File: config.mk
export PLATFORM = sky130hd
export DESIGN_NAME = vid_ref_timing
export DESIGN_NICKNAME = d
export VERILOG_FILES = /design/src/rtl/vrt_pkg.sv /design/src/rtl/vrt_rst_sync.sv /design/src/rtl/vrt_line_cnt.sv /design/src/rtl/vrt_hsync.sv /design/src/rtl/vid_ref_timing.sv
export SDC_FILE = /design/constraint.sdc
export NUM_CORES = 1
export LEC_CHECK = 0
export CAP_MARGIN = 15
export CORE_ASPECT_RATIO = 0.75
export CORE_MARGIN = 4
export CORE_UTILIZATION = 40
export DETAILED_ROUTE_END_ITERATION = 7
export DONT_BUFFER_PORTS = 1
export GPL_TIMING_DRIVEN = 0
export PLACE_DENSITY_LB_ADDON = 0.1
export SLEW_MARGIN = 20
export SYNTH_ARGS = -nofsm -noshare
export SYNTH_HDL_FRONTEND = slang
export SYNTH_HIERARCHICAL = 1
export SYNTH_SLANG_ARGS = --single-unit
export TNS_END_PERCENT = 30
File: constraint.sdc
create_clock -name clk -period 3.65 [get_ports clk]
set_input_delay 0.73 -clock clk [delete_from_list [all_inputs] [get_ports clk]]
set_output_delay 0.73 -clock clk [all_outputs]
set_load 0.005 [all_outputs]
File: src/rtl/vrt_pkg.sv
package vrt_pkg;

  // Video standard selected for a frame.
  typedef enum logic {
    STD_625 = 1'b0,
    STD_525 = 1'b1
  } vrt_std_e;

  function automatic int unsigned vrt_max(input int unsigned a, input int unsigned b);
    return (a > b) ? a : b;
  endfunction

endpackage

File: src/rtl/vrt_rst_sync.sv
// Reset release synchronizer and reset-indication hold counter.
module vrt_rst_sync #(
  parameter int unsigned RST_HOLD = 128
) (
  input  logic clk,
  input  logic arst_n,
  output logic run,
  output logic rst_ind_n
);

  localparam int unsigned HW = $clog2(RST_HOLD + 1);
  localparam logic [HW-1:0] HOLD_END = HW'(RST_HOLD);

  logic          sync1_q;
  logic          sync2_q;
  logic [HW-1:0] hold_q;
  logic [HW-1:0] hold_d;
  logic          ind_q;
  logic          ind_d;

  always_ff @(posedge clk or negedge arst_n) begin
    if (!arst_n) begin
      sync1_q <= 1'b0;
      sync2_q <= 1'b0;
    end else begin
      sync1_q <= 1'b1;
      sync2_q <= sync1_q;
    end
  end

  always_comb begin
    hold_d = hold_q;
    if (sync2_q && (hold_q != HOLD_END)) begin
      hold_d = hold_q + HW'(1);
    end
    ind_d = (hold_d == HOLD_END);
  end

  always_ff @(posedge clk or negedge arst_n) begin
    if (!arst_n) begin
      hold_q <= '0;
      ind_q  <= 1'b0;
    end else begin
      hold_q <= hold_d;
      ind_q  <= ind_d;
    end
  end

  assign run       = sync2_q;
  assign rst_ind_n = ind_q;

endmodule

File: src/rtl/vrt_line_cnt.sv
// Position-in-line and line-in-frame counters with per-frame standard capture.
module vrt_line_cnt
  import vrt_pkg::*;
#(
  parameter int unsigned SAMPLES_625 = 864,
  parameter int unsigned SAMPLES_525 = 858,
  parameter int unsigned LINES_625   = 625,
  parameter int unsigned LINES_525   = 525,
  parameter int unsigned H_W         = 11,
  parameter int unsigned V_W         = 10
) (
  input  logic           clk,
  input  logic           arst_n,
  input  logic           run,
  input  vrt_std_e       std_sel,
  output logic [H_W-1:0] h_nxt,
  output logic [V_W-1:0] v_nxt,
  output logic           line_load
);

  localparam logic [H_W-1:0] H_LAST_625 = H_W'(2 * SAMPLES_625 - 1);
  localparam logic [H_W-1:0] H_LAST_525 = H_W'(2 * SAMPLES_525 - 1);
  localparam logic [V_W-1:0] V_LAST_625 = V_W'(LINES_625 - 1);
  localparam logic [V_W-1:0] V_LAST_525 = V_W'(LINES_525 - 1);

  logic           primed_q, primed_d;
  logic [H_W-1:0] h_q;
  logic [V_W-1:0] v_q;
  vrt_std_e       std_q, std_d;
  logic [H_W-1:0] h_last;
  logic [V_W-1:0] v_last;
  logic           line_end;
  logic           frame_end;

  always_comb begin
    h_last    = (std_q == STD_525) ? H_LAST_525 : H_LAST_625;
    v_last    = (std_q == STD_525) ? V_LAST_525 : V_LAST_625;
    line_end  = (h_q == h_last);
    frame_end = line_end && (v_q == v_last);
  end

  always_comb begin
    primed_d  = primed_q;
    h_nxt     = h_q;
    v_nxt     = v_q;
    std_d     = std_q;
    line_load = 1'b0;
    if (run) begin
      if (!primed_q || frame_end) begin
        primed_d  = 1'b1;
        h_nxt     = '0;
        v_nxt     = '0;
        std_d     = std_sel;
        line_load = 1'b1;
      end else if (line_end) begin
        h_nxt     = '0;
        v_nxt     = v_q + V_W'(1);
        line_load = 1'b1;
      end else begin
        h_nxt     = h_q + H_W'(1);
      end
    end
  end

  always_ff @(posedge clk or negedge arst_n) begin
    if (!arst_n) begin
      primed_q <= 1'b0;
      h_q      <= '0;
      v_q      <= '0;
      std_q    <= STD_625;
    end else if (run) begin
      primed_q <= primed_d;
      h_q      <= h_nxt;
      v_q      <= v_nxt;
      std_q    <= std_d;
    end
  end

endmodule

File: src/rtl/vrt_hsync.sv
// Horizontal sync window with edge positions captured at line start.
module vrt_hsync #(
  parameter int unsigned H_W = 11,
  parameter int unsigned C_W = 8
) (
  input  logic           clk,
  input  logic           arst_n,
  input  logic           load,
  input  logic [C_W-1:0] rise_c,
  input  logic [C_W-1:0] fall_c,
  input  logic [1:0]     fine,
  input  logic [H_W-1:0] h_pos,
  output logic           win
);

  localparam int unsigned P_W = H_W + 1;

  logic [P_W-1:0] fine_off;
  logic [P_W-1:0] rise_calc, fall_calc;
  logic [P_W-1:0] rise_q, fall_q;
  logic [P_W-1:0] rise_u, fall_u;
  logic [P_W-1:0] hp;

  always_comb begin
    fine_off  = P_W'({fine, 1'b0});
    rise_calc = P_W'({rise_c, 3'b000}) + fine_off;
    fall_calc = P_W'({fall_c, 3'b000}) + fine_off;
    rise_u    = load ? rise_calc : rise_q;
    fall_u    = load ? fall_calc : fall_q;
    hp        = P_W'(h_pos);
    if (rise_u < fall_u) begin
      win = (hp >= rise_u) && (hp < fall_u);
    end else if (rise_u > fall_u) begin
      win = (hp >= rise_u) || (hp < fall_u);
    end else begin
      win = 1'b0;
    end
  end

  always_ff @(posedge clk or negedge arst_n) begin
    if (!arst_n) begin
      rise_q <= '0;
      fall_q <= '0;
    end else if (load) begin
      rise_q <= rise_calc;
      fall_q <= fall_calc;
    end
  end

endmodule

File: src/rtl/vid_ref_timing.sv
// Line-locked video reference timing generator, top level.
module vid_ref_timing
  import vrt_pkg::*;
#(
  parameter int unsigned SAMPLES_625    = 864,
  parameter int unsigned SAMPLES_525    = 858,
  parameter int unsigned LINES_625      = 625,
  parameter int unsigned LINES_525      = 525,
  parameter int unsigned ACTIVE_SAMPLES = 720,
  parameter int unsigned ACTIVE_START   = 132,
  parameter int unsigned VS_START_LINE  = 4,
  parameter int unsigned VS_LINES       = 6,
  parameter int unsigned RST_HOLD       = 128,
  localparam int unsigned H_W = $clog2(2 * vrt_max(SAMPLES_625, SAMPLES_525)),
  localparam int unsigned C_W = H_W - 3,
  localparam int unsigned V_W = $clog2(vrt_max(LINES_625, LINES_525))
) (
  input  logic           clk,
  input  logic           rst_n,
  input  logic           chip_en,
  input  logic           std_525,
  input  logic           out_en,
  input  logic [C_W-1:0] hs_rise_coarse,
  input  logic [C_W-1:0] hs_fall_coarse,
  input  logic [1:0]     hs_fine,
  output logic           rst_ind_n,
  output logic           pix_qual,
  output logic           act_ref,
  output logic           hsync,
  output logic           vsync,
  output logic           ref_oe
);

  localparam logic [31:0] H_ON  = 32'(2 * ACTIVE_START);
  localparam logic [31:0] H_OFF = 32'(2 * (ACTIVE_START + ACTIVE_SAMPLES));
  localparam logic [31:0] V_ON  = 32'(VS_START_LINE);
  localparam logic [31:0] V_OFF = 32'(VS_START_LINE + VS_LINES);

  logic           arst_n;
  logic           run;
  logic [H_W-1:0] h_nxt;
  logic [V_W-1:0] v_nxt;
  logic           line_load;
  logic           hs_win;
  logic           act_win, vs_win;
  logic [31:0]    h_ext, v_ext;
  logic           qual_d, act_d, hs_d, vs_d, oe_d;
  logic           qual_q, act_q, hs_q, vs_q, oe_q;

  assign arst_n = rst_n & chip_en;

  vrt_rst_sync #(
    .RST_HOLD(RST_HOLD)
  ) u_rst (
    .clk      (clk),
    .arst_n   (arst_n),
    .run      (run),
    .rst_ind_n(rst_ind_n)
  );

  vrt_line_cnt #(
    .SAMPLES_625(SAMPLES_625),
    .SAMPLES_525(SAMPLES_525),
    .LINES_625  (LINES_625),
    .LINES_525  (LINES_525),
    .H_W        (H_W),
    .V_W        (V_W)
  ) u_cnt (
    .clk      (clk),
    .arst_n   (arst_n),
    .run      (run),
    .std_sel  (vrt_std_e'(std_525)),
    .h_nxt    (h_nxt),
    .v_nxt    (v_nxt),
    .line_load(line_load)
  );

  vrt_hsync #(
    .H_W(H_W),
    .C_W(C_W)
  ) u_hs (
    .clk   (clk),
    .arst_n(arst_n),
    .load  (line_load),
    .rise_c(hs_rise_coarse),
    .fall_c(hs_fall_coarse),
    .fine  (hs_fine),
    .h_pos (h_nxt),
    .win   (hs_win)
  );

  // Decode of the next position into the reference windows.
  always_comb begin
    h_ext   = 32'(h_nxt);
    v_ext   = 32'(v_nxt);
    act_win = (h_ext >= H_ON) && (h_ext < H_OFF);
    vs_win  = (v_ext >= V_ON) && (v_ext < V_OFF);
    qual_d  = ~h_nxt[0];
    act_d   = act_win & out_en;
    hs_d    = hs_win  & out_en;
    vs_d    = vs_win  & out_en;
    oe_d    = out_en;
  end

  always_ff @(posedge clk or negedge arst_n) begin
    if (!arst_n) begin
      qual_q <= 1'b0;
      act_q  <= 1'b0;
      hs_q   <= 1'b0;
      vs_q   <= 1'b0;
      oe_q   <= 1'b0;
    end else if (run) begin
      qual_q <= qual_d;
      act_q  <= act_d;
      hs_q   <= hs_d;
      vs_q   <= vs_d;
      oe_q   <= oe_d;
    end
  end

  assign pix_qual = qual_q;
  assign act_ref  = act_q;
  assign hsync    = hs_q;
  assign vsync    = vs_q;
  assign ref_oe   = oe_q;

endmodule

Yosys cells after proc, flatten, opt, wreduce, memory -nomap -nowiden. Index checks and enable logic that the tools add are counted.

Bits in registers: 63. Bits in latches: 0. Bits in writable memories: 0. ROM bits: 0. Output and inout port bits: 6. Word-level logic and storage cells: 62. Memories: 0.

Add/subtract/negate cells: 5. $mul: 0. Div/mod/pow operators: 0. Magnitude comparators: 8. Equality and inequality tests: 4. Shift-type cells: 0. Multiplexer cells: 16. Bitwise logic cells: 5. Reduce and logical (&&, ||, !) cells: 9.

Operator list (count): 11-bit 2-to-1 mux (3); 10-bit 2-to-1 mux (3); 11-bit by 3-bit adder with 12-bit output (2); 12-bit 2-to-1 mux (2); 11-bit by 12-bit greater-or-equal comparator with 1-bit output (1); 12-bit greater-than comparator (1); 11-bit by 12-bit less-than comparator with 1-bit output (1); 12-bit less-than comparator (1); 11-bit by 1-bit adder with 11-bit output (second input constant) (1); 11-bit == test (1); 11-bit by 9-bit greater-or-equal comparator with 1-bit output (second input constant) (1); 11-bit less-than comparator (second input constant) (1); 10-bit by 1-bit adder with 10-bit output (second input constant) (1); 10-bit == test (1); 10-bit by 3-bit greater-or-equal comparator with 1-bit output (second input constant) (1); 10-bit by 4-bit less-than comparator with 1-bit output (second input constant) (1); 8-bit by 1-bit adder with 8-bit output (second input constant) (1); 8-bit == test (second input constant) (1); 8-bit 2-to-1 mux (1); 8-bit inequality test (second input constant) (1); 7-bit 2-to-1 mux (1); 1-bit logical AND (5); 1-bit 2-to-1 mux (5); 1-bit bitwise AND (4); other kinds (5) (6).

Logic depth before layout (Yosys ltp). Gate-level depths: netlist of the first run.

Depth in word-level cells: 12. Gate-level depth with buffers: 20.

Hierarchy. Netlist of the first run, hierarchy kept.

Modules (own cells, without submodules): vrt_hsync (times used 1, cells each 161, area each 1679.1 µm², seq. area each 600.6 µm²); vrt_line_cnt (times used 1, cells each 153, area each 1412.6 µm², seq. area each 575.6 µm²); vrt_rst_sync (times used 1, cells each 48, area each 551.8 µm², seq. area each 275.3 µm²); vid_ref_timing (times used 1, cells each 32, area each 279.0 µm², seq. area each 125.1 µm²).

Worst setup path after synthesis of the first run. Ideal clock, no wire load.

Kind: flip-flop to flip-flop. Start point: register u_cnt.h_q[2]. End point: register hs_q (netlist: hsync). Setup time: 0.127 ns. Data arrival time: 3.616 ns. Slack: -0.093 ns. Stages on the path, launching flop included: 20. Period minus slack after synthesis: 3.743 ns. Path through: dfrtp_1 buf_2 nor3b_2 o21ai_1 o21ai_1 and2_1 buf_2 buf_4 buf_4 buf_2 mux2i_1 inv_1 ha_1 a21o_1 a221o_1 a221oi_2 o221a_2 a211oi_2 nand3_1 o21ai_0.

Cells in the longest elaborated chain, start to end: 11. Elaborated cells on any way between the ends: 21. Those cells by class: add/sub: 1; order compare: 4; eq/ne: 1; mux: 10; bitwise: 1; reduce/logical: 4.

Ends and longest elaborated chain: from (decl) (line vrt_line_cnt.sv:27) `logic [H_W-1:0] h_q;`; from (signal assigned) (line vrt_line_cnt.sv:73) `h_q <= h_nxt;`; 11-bit == test (*) (line vrt_line_cnt.sv:38) `line_end = (h_q == h_last);`; 1-bit logical AND (line vrt_line_cnt.sv:39) `frame_end = line_end && (v_q == v_last);`; 1-bit logical OR (line vrt_line_cnt.sv:49) `if (!primed_q || frame_end) begin`; 1-bit 2-to-1 mux (*) (line vrt_line_cnt.sv:49); 1-bit 2-to-1 mux (*) (line vrt_line_cnt.sv:48) `if (run) begin`; net line_load (line vid_ref_timing.sv:43) `logic line_load;`; 12-bit 2-to-1 mux (*) (line vrt_hsync.sv:28) `rise_u = load ? rise_calc : rise_q;`; net u_hs.rise_u[5] (line vrt_hsync.sv:21) `logic [P_W-1:0] rise_u, fall_u;`; 11-bit by 12-bit greater-or-equal comparator with 1-bit output (line vrt_hsync.sv:32, vrt_hsync.sv:34); 1-bit logical OR (line vrt_hsync.sv:34) `win = (hp >= rise_u) || (hp < fall_u);`; 1-bit 2-to-1 mux (line vrt_hsync.sv:33) `end else if (rise_u > fall_u) begin`; 1-bit 2-to-1 mux (*) (line vrt_hsync.sv:31) `if (rise_u < fall_u) begin`; net hs_win (line vid_ref_timing.sv:44) `logic hs_win;`; 1-bit bitwise AND (*) (line vid_ref_timing.sv:100) `hs_d = hs_win & out_en;`; to (signal assigned) (line vid_ref_timing.sv:115) `hs_q <= hs_d;`; to (decl) (line vid_ref_timing.sv:48) `logic qual_q, act_q, hs_q, vs_q, oe_q;`.

The timed path passes the listed nets; every way through them passes the cells marked *. A chain may end at the register's enable or synchronous reset.

Worst setup path in the final report of the first run.
Start point: register u_cnt.h_q[3]. End point: register hs_q (netlist: hsync).

Cells in the longest elaborated chain, start to end: 11. Elaborated cells on any way between the ends: 21. Those cells by class: add/sub: 1; order compare: 4; eq/ne: 1; mux: 10; bitwise: 1; reduce/logical: 4.

Ends and longest elaborated chain (line): 11-bit == test (*) (vrt_line_cnt.sv:38); 1-bit logical AND (vrt_line_cnt.sv:39); 1-bit logical OR (vrt_line_cnt.sv:49); 1-bit 2-to-1 mux (*) (vrt_line_cnt.sv:49); 1-bit 2-to-1 mux (*) (vrt_line_cnt.sv:48); net line_load (vid_ref_timing.sv:43); 12-bit 2-to-1 mux, on equally long branches; 11-bit by 12-bit greater-or-equal comparator with 1-bit output or 11-bit by 12-bit less-than comparator with 1-bit output (tied branches) (vrt_hsync.sv:32, vrt_hsync.sv:34); 1-bit logical OR (vrt_hsync.sv:34); 1-bit 2-to-1 mux (vrt_hsync.sv:33); 1-bit 2-to-1 mux (*) (vrt_hsync.sv:31); net hs_win (vid_ref_timing.sv:44); 1-bit bitwise AND (*) (vid_ref_timing.sv:100).

Marked as above.

==> metrics, run 1 <==
Comb power frac 28.9%; Area after DPL 4120 um2; Layout area overhead 28.16%; die area 11,460 um2; clock tree from TritonCTS done; kind of critical path reg -> reg; type of element launching the critical path flip-flop; core area 9309 um2; root cell of the clock tree clkbuf_16; CP Max Fanout 8; pin count of the biggest net entering global routing 43; kind of cell adding the most delay to the critical path compound AO/OA/AOI/OAI gates; peak per-stage delay on the critical path 0.47 ns; Max Clk Rate 288.1 MHz; total negative setup slack 0 ns; worst path buffer plus inverter count 1; Vias 2,896; number of optimization iterations in the first detailed-route pass 4; Cell Area, Synth 3919 um2; total of hold buffers inserted after clock tree synthesis 0; count of mapped cells out of synthesis 393; topmost layer with routed signal wires met4; Register-to-Register Setup Slack 0.18 ns; required time reported for the critical path endpoint 3.91 ns; Layout Utilization 53.95%; final global-route overflow total 0; diode count 0; length of routed met3 wiring 354 um; Final Critical Period 3.471 ns; worst slew margin relative to its limit 56.55%; io pins 29; Final Max Tran Viols 0; clock skew 0.006760 ns; share of post-route cells with drive strength above 1 27.44%; final routed wire length divided by cell count 15.74 um; residual antenna-violating net count after detailed routing 0; DRC violation count after routing 0; all-layer global routing usage 16.55%; Final Cycle Share 95.11%; Leakage Power 2.283 nW; Num Clock Sinks 63; synthesized netlist net count 454; WL met2 3.850 mm; Detailed Route Iter0 Violations 140; initial cell density of the core 42.10%; switching component of the power 0.7763 mW; Arr. time, crit path 3.73 ns; routability congestion estimate from global placement 0.7612; overall power of the completed layout 2.471 mW; Int Pwr 1.695 mW; WL final 8.958 mm; Clock H-tree levels 3; Hold Vio Cnt, Final 0; number of global-route vias before repair 2,882; final HPWL from detailed placement 6.149 mm; total routed wire length on the met1 layer 4.618 mm; critical path capture point type flip-flop; Min Hold Slack 0.3427 ns; Max rail drop VDD 0.2977 mV; wire length of the first global-routing pass 14.76 mm; switching share of total power 31.41%; clock buffers created by TritonCTS 9; final count of negative-setup-slack endpoints 0; total of buffers placed on input and output ports 0; maximum root-to-sink buffer count 2; pwr/cell area 492.1 nW/um2; clock network latency to the later pin of the worst-skew pair 0.33 ns; Vias/cell 5.090; cell-by-cell trace of the critical path nor3b_4 -> o21ai_2 -> o21ai_2 -> and2_4 -> buf_12 -> mux2i_4 -> ha_4 -> and2_4 -> a221o_1 -> a221oi_4 -> a211oi_2 -> a211oi_4 -> nand3_1 -> o21ai_1; worst min-delay path class in -> async; slew of the pin with the lowest slew margin 0.6447 ns; die height 93.72 um; Mean Syn Cell Area 9.971 um2; CP max stage cell dfrtp_2; final layout net count 498; count of synthesis-stage warnings from yosys 6; antenna violations before repair 0; clock-pin slew reported for the worst setup and hold paths after clock tree synthesis 0.05 ns; die width 122.3 um; clock network power share 34.5%; final std cell area, no fill 5022 um2; number of maximum-capacitance constraint violations 0; row cnt 30; portion of total power attributed to sequential cells 36.6%; result of the run completed
power groups by stage:
stage               combinational [mW]  sequential (mW)  clock (mW)
floorplan                        0.442            0.880           0
global placement                 0.551            0.904           0
detailed placement               0.563            0.907           0
CTS                              0.620            0.902       0.876
global route                     0.807            0.916       0.910
finish                           0.714            0.904       0.853
layout by cell type (no fill, tap or decap), types with 3 or more instances in the layout:
cell type and n:
dfrtp_1 61, nor2_1 43, inv_1 38, buf_4 34, ha_1 29, nand2_1 22
xnor2_1 17, nand3_1 13, a21oi_1 11, o21ai_0 11, nand4_1 10, mux2i_4 10
clkbuf_16 9, ha_4 8, nor3_1 7, mux2i_1 5, nand2b_1 5, mux2_2 4
xor2_1 4, nor2b_1 4, nor3_2 4, buf_12 4, o21a_1 4, and2_4 3
a211oi_2 3, o21ai_1 3, o21ai_2 3, o2bb2ai_1 3, mux2i_2 3
sequential cells by signal, summed over array words and instances (netlist names):
| signal | count |
|---|---|
| u_cnt/std_q | 1 |
| act_ref | 1 |
| u_hs/rise_q | 12 |
| u_rst/hold_q | 8 |
| ref_oe | 1 |
| u_cnt/h_q | 11 |
| u_rst/run | 1 |
| u_rst/sync1_q | 1 |
| u_hs/fall_q | 12 |
| hsync | 1 |
| u_cnt/v_q | 10 |
| pix_qual | 1 |
| u_cnt/primed_q | 1 |
| vsync | 1 |
| u_rst/rst_ind_n | 1 |
through the flow:
| stage | setup slack, ns | std cells |
|---|---|---|
| 6_report | 0.1785 | 569 |
| 5_1_grt | -0.005769 | 569 |
| 4_1_cts | 0.004028 | 556 |
| 3_5_place_dp | -0.6762 | 522 |
| 3_3_place_gp | -0.6413 | 521 |
| 2_1_floorplan | 0.005784 | 393 |
per-layer routing:
metal  global-route usage, %  vias to the layer above
li1                        -                     1476
met1                   24.30                     1375
met2                   23.23                       34
met3                   5.057                       11
met4                   4.939                        0
met5                       0                        -
final timing paths:
| path | from | end | depth (start not counted) |
|---|---|---|---|
| worst max-delay path | u_cnt/h_q[3] | hsync | 14 |
| worst min-delay path | chip_en | u_rst/hold_q[0] | 1 |
| worst max register to register | u_cnt/h_q[3] | hsync | 14 |
| worst min register to register | u_rst/sync1_q | u_rst/run | 0 |
| max in group asynchronous | rst_n | u_cnt/h_q[3] | 2 |
| min in group clk | u_rst/sync1_q | u_rst/run | 0 |
area by class of cell:
| type | instances | area [um2] |
|---|---|---|
| clock buffers | 12 | 256.5 |
| inverters | 41 | 153.9 |
| clock inverters | 3 | 42.54 |
| plain buffers | 8 | 83.83 |
| well taps | 128 | 160.2 |
| repair buffers | 36 | 315.3 |
| flip-flops and latches | 63 | 1579 |
| fillers | 840 | 4287 |
| multi-input cells | 278 | 2431 |
what timing repair did:
action,in CTS,in global routing
setup buffers,19,16
pin swaps,8,13
gates resized for setup,37,27
endpoints found under the setup margin,1,1
Note: power is estimated with default switching activity, not from simulation.
==> run 2, diff against run 1 <==
--- a/config.mk
+++ b/config.mk
@@ -9,6 +9,7 @@
 export CORE_ASPECT_RATIO = 0.75
 export CORE_MARGIN = 4
 export CORE_UTILIZATION = 40
+export CTS_CLUSTER_SIZE = 20
 export DETAILED_ROUTE_END_ITERATION = 7
 export DONT_BUFFER_PORTS = 1
 export GPL_TIMING_DRIVEN = 0
==> results of run 2 <==
Final layout, timing and power as in run 1 (identical DEF).
==> run 3, diff against run 2 <==
--- a/config.mk
+++ b/config.mk
@@ -12,7 +12,6 @@
 export CTS_CLUSTER_SIZE = 20
 export DETAILED_ROUTE_END_ITERATION = 7
 export DONT_BUFFER_PORTS = 1
-export GPL_TIMING_DRIVEN = 0
 export PLACE_DENSITY_LB_ADDON = 0.1
 export SLEW_MARGIN = 20
 export SYNTH_ARGS = -nofsm -noshare
==> run 3 against run 2 <==
Global-route usage shrank 0.72 points. Clock skew down 0.00075 ns. Power down 1.8%. Non-clock buffer count shrank 30. First-iteration DRC count is 31% higher. Via count decreased by 5.4%.
==> metrics, run 3 (same netlist as run 1, synthesis figures left out) <==
clock buffers created by TritonCTS 9 (unchanged); final std cell area, no fill 4507 um2 (-10%); Inst Count DP 523 (+0.19%); Final Critical Period 3.433 ns (-0.03873 ns); kind of critical path reg -> reg; die width 122.3 um (unchanged); CP max stage cell dfrtp_1; maximum root-to-sink buffer count 2 (unchanged); Hold Vio Cnt, Final 0 (unchanged); number of maximum-capacitance constraint violations 0 (unchanged); non-filler cells, final 540 (-5.1%); clock network latency to the later pin of the worst-skew pair 0.33 ns (about the same); number of optimization iterations in the first detailed-route pass 4 (unchanged); wire length of the first global-routing pass 14.16 mm (-4.1%); required time reported for the critical path endpoint 3.90 ns (about the same); overall power of the completed layout 2.427 mW (-1.8%); Vias 2,740 (-5.4%); initial cell density of the core 42.10% (unchanged); peak per-stage delay on the critical path 0.41 ns (-0.06 ns); total of buffers placed on input and output ports 0 (unchanged); WL final 8.295 mm (-7.4%); Final Max Tran Viols 0 (unchanged); total negative setup slack 0 ns (unchanged); final layout net count 468 (-6.0%); global routing met2 resource utilization 21.67% (-1.6 points); pwr/cell area 538.4 nW/um2 (+9.4%); Leakage Power 2.104 nW (-7.8%); GR Util met1 23.54% (-0.75 points); final worst setup slack 0.2173 ns (+0.03873 ns); global routing's busiest layer met1; result of the run completed; Detailed Route Iter0 Violations 184 (+31%); worst slack, placed 0.1494 ns (+0.8257 ns); share of post-route cells with drive strength above 1 16.75% (-11 points); Max rail drop VDD 0.3405 mV (+14%); Vias/cell 5.074 (-0.31%); clock-pin slew reported for the worst setup and hold paths after clock tree synthesis 0.05 ns (about the same); die area 11,460 um2 (unchanged); core area 9309 um2 (unchanged); clock tree from TritonCTS done; final routed wire length divided by cell count 15.36 um (-2.4%); root cell of the clock tree clkbuf_16; GRT met3 Usage 5.358% (+0.30 points); CP Max Fanout 10 (+2); final global-route overflow total 0 (unchanged); Num Clock Sinks 63 (unchanged); clock skew 0.006005 ns (-0.0007548 ns); Arr. time, crit path 3.68 ns (-0.05 ns); Layout area overhead 15.01%; largest registers u_hs/fall_q x12, u_hs/rise_q x12, u_cnt/h_q x11; number of global-route vias before repair 2,716 (-5.8%); most frequent standard cell in the layout excluding fill and tap cells dfrtp_1; worst slew margin relative to its limit 37.39% (-19 points); DRC violation count after routing 0 (unchanged); antenna violations before repair 0 (unchanged); leading cell types in the layout, fill and taps excluded 62 x dfrtp_1, 44 x nor2_1, 40 x inv_1; io pins 29 (unchanged); cell-by-cell trace of the critical path and4bb_2 -> o21ai_1 -> o21ai_2 -> and2_2 -> buf_8 -> mux2i_1 -> ha_1 -> nand4_1 -> a21oi_1 -> o31ai_2 -> o41ai_2 -> o221a_2 -> a211oi_2 -> nand3_1 -> o21ai_0; die height 93.72 um (unchanged); Area after DPL 4118 um2 (about the same); Max Clk Rate 291.3 MHz (+1.1%); type of element launching the critical path flip-flop; fillers 913 (+8.7%); final HPWL from detailed placement 6.093 mm (-0.92%); final count of negative-setup-slack endpoints 0 (unchanged); routability congestion estimate from global placement 0.8135 (+6.9%); slew of the pin with the lowest slew margin 0.9270 ns (+0.2823 ns); Clock H-tree levels 3 (unchanged); critical path capture point type flip-flop; Final Cycle Share 94.05% (-1.1 points); diode count 0 (unchanged); all-layer global routing usage 15.83% (-0.72 points); worst min-delay path class reg -> reg; residual antenna-violating net count after detailed routing 0 (unchanged); pin count of the biggest net entering global routing 64 (+49%); row cnt 30 (unchanged)
## run 3: worst paths after layout
kind	slack (ns)	start	cells past startpoint	endpoint
min in group asynchronous	0.62	chip_en	2	u_hs/rise_q[8]
max in group asynchronous	2.42	rst_n	2	u_cnt/h_q[1]
min	0.37	u_rst/sync1_q	0	u_rst/run
min reg2reg	0.37	u_rst/sync1_q	0	u_rst/run
max	0.22	u_cnt/h_q[6]	15	hsync
max reg2reg	0.22	u_cnt/h_q[6]	15	hsync
## run 3: cell type report
cell class,count,area (um2),area share [%]
repair buffers,14,116.4,2.582
multi-input cells,278,2166,48.06
inverters,41,153.9,3.415
well taps,128,160.2,3.554
clock inverters,5,80.08,1.777
clock buffers,11,252.7,5.608
flip-flops and latches,63,1578,35.01
## run 3: worst max-delay path, delay by kind of cell, from the launching register on
| kind | cells | cell delay (ns) |
|---|---|---|
| compound gates | 8 | 1.26 |
| fa+ha+maj | 1 | 0.31 |
| buf+inv | 1 | 0.18 |
| flops | 1 | 0.41 |
| mux | 1 | 0.35 |
| simple gates | 4 | 0.83 |
## run 3: metrics by stage
step                      util, %  hold slack (ns)
after detailed placement    44.23           0.3364
after global routing        48.41           0.3800
after CTS                   47.81           0.3743
after global placement      44.23           0.3350
final                       48.41           0.3665
after floorplan                 -           0.3312
## run 3: metal layers
| metal | share of wire (%) | routed length (um) | up-vias |
|---|---|---|---|
| li1 | - | - | 1413 |
| met2 | 41 | 3380 | 36 |
| met5 | 0 | 0 | - |
| met3 | 4.1 | 344 | 6 |
| met1 | 54 | 4517 | 1285 |
| met4 | 0.64 | 53 | 0 |
## run 3: timing repair
action | CTS | global route
setup buffers | 0 | 1
endpoints found under the setup margin | 0 | 1
hold buffers | 0 | 0
hold endpoints to repair | 0 | 0
gates resized for setup | 0 | 14
## run 3: power breakdown
group          leakage [nW]  internal (mW)  switching [mW]
Combinational          1.12          0.257           0.313
Clock                 0.158          0.633           0.312
Sequential            0.822          0.795           0.117
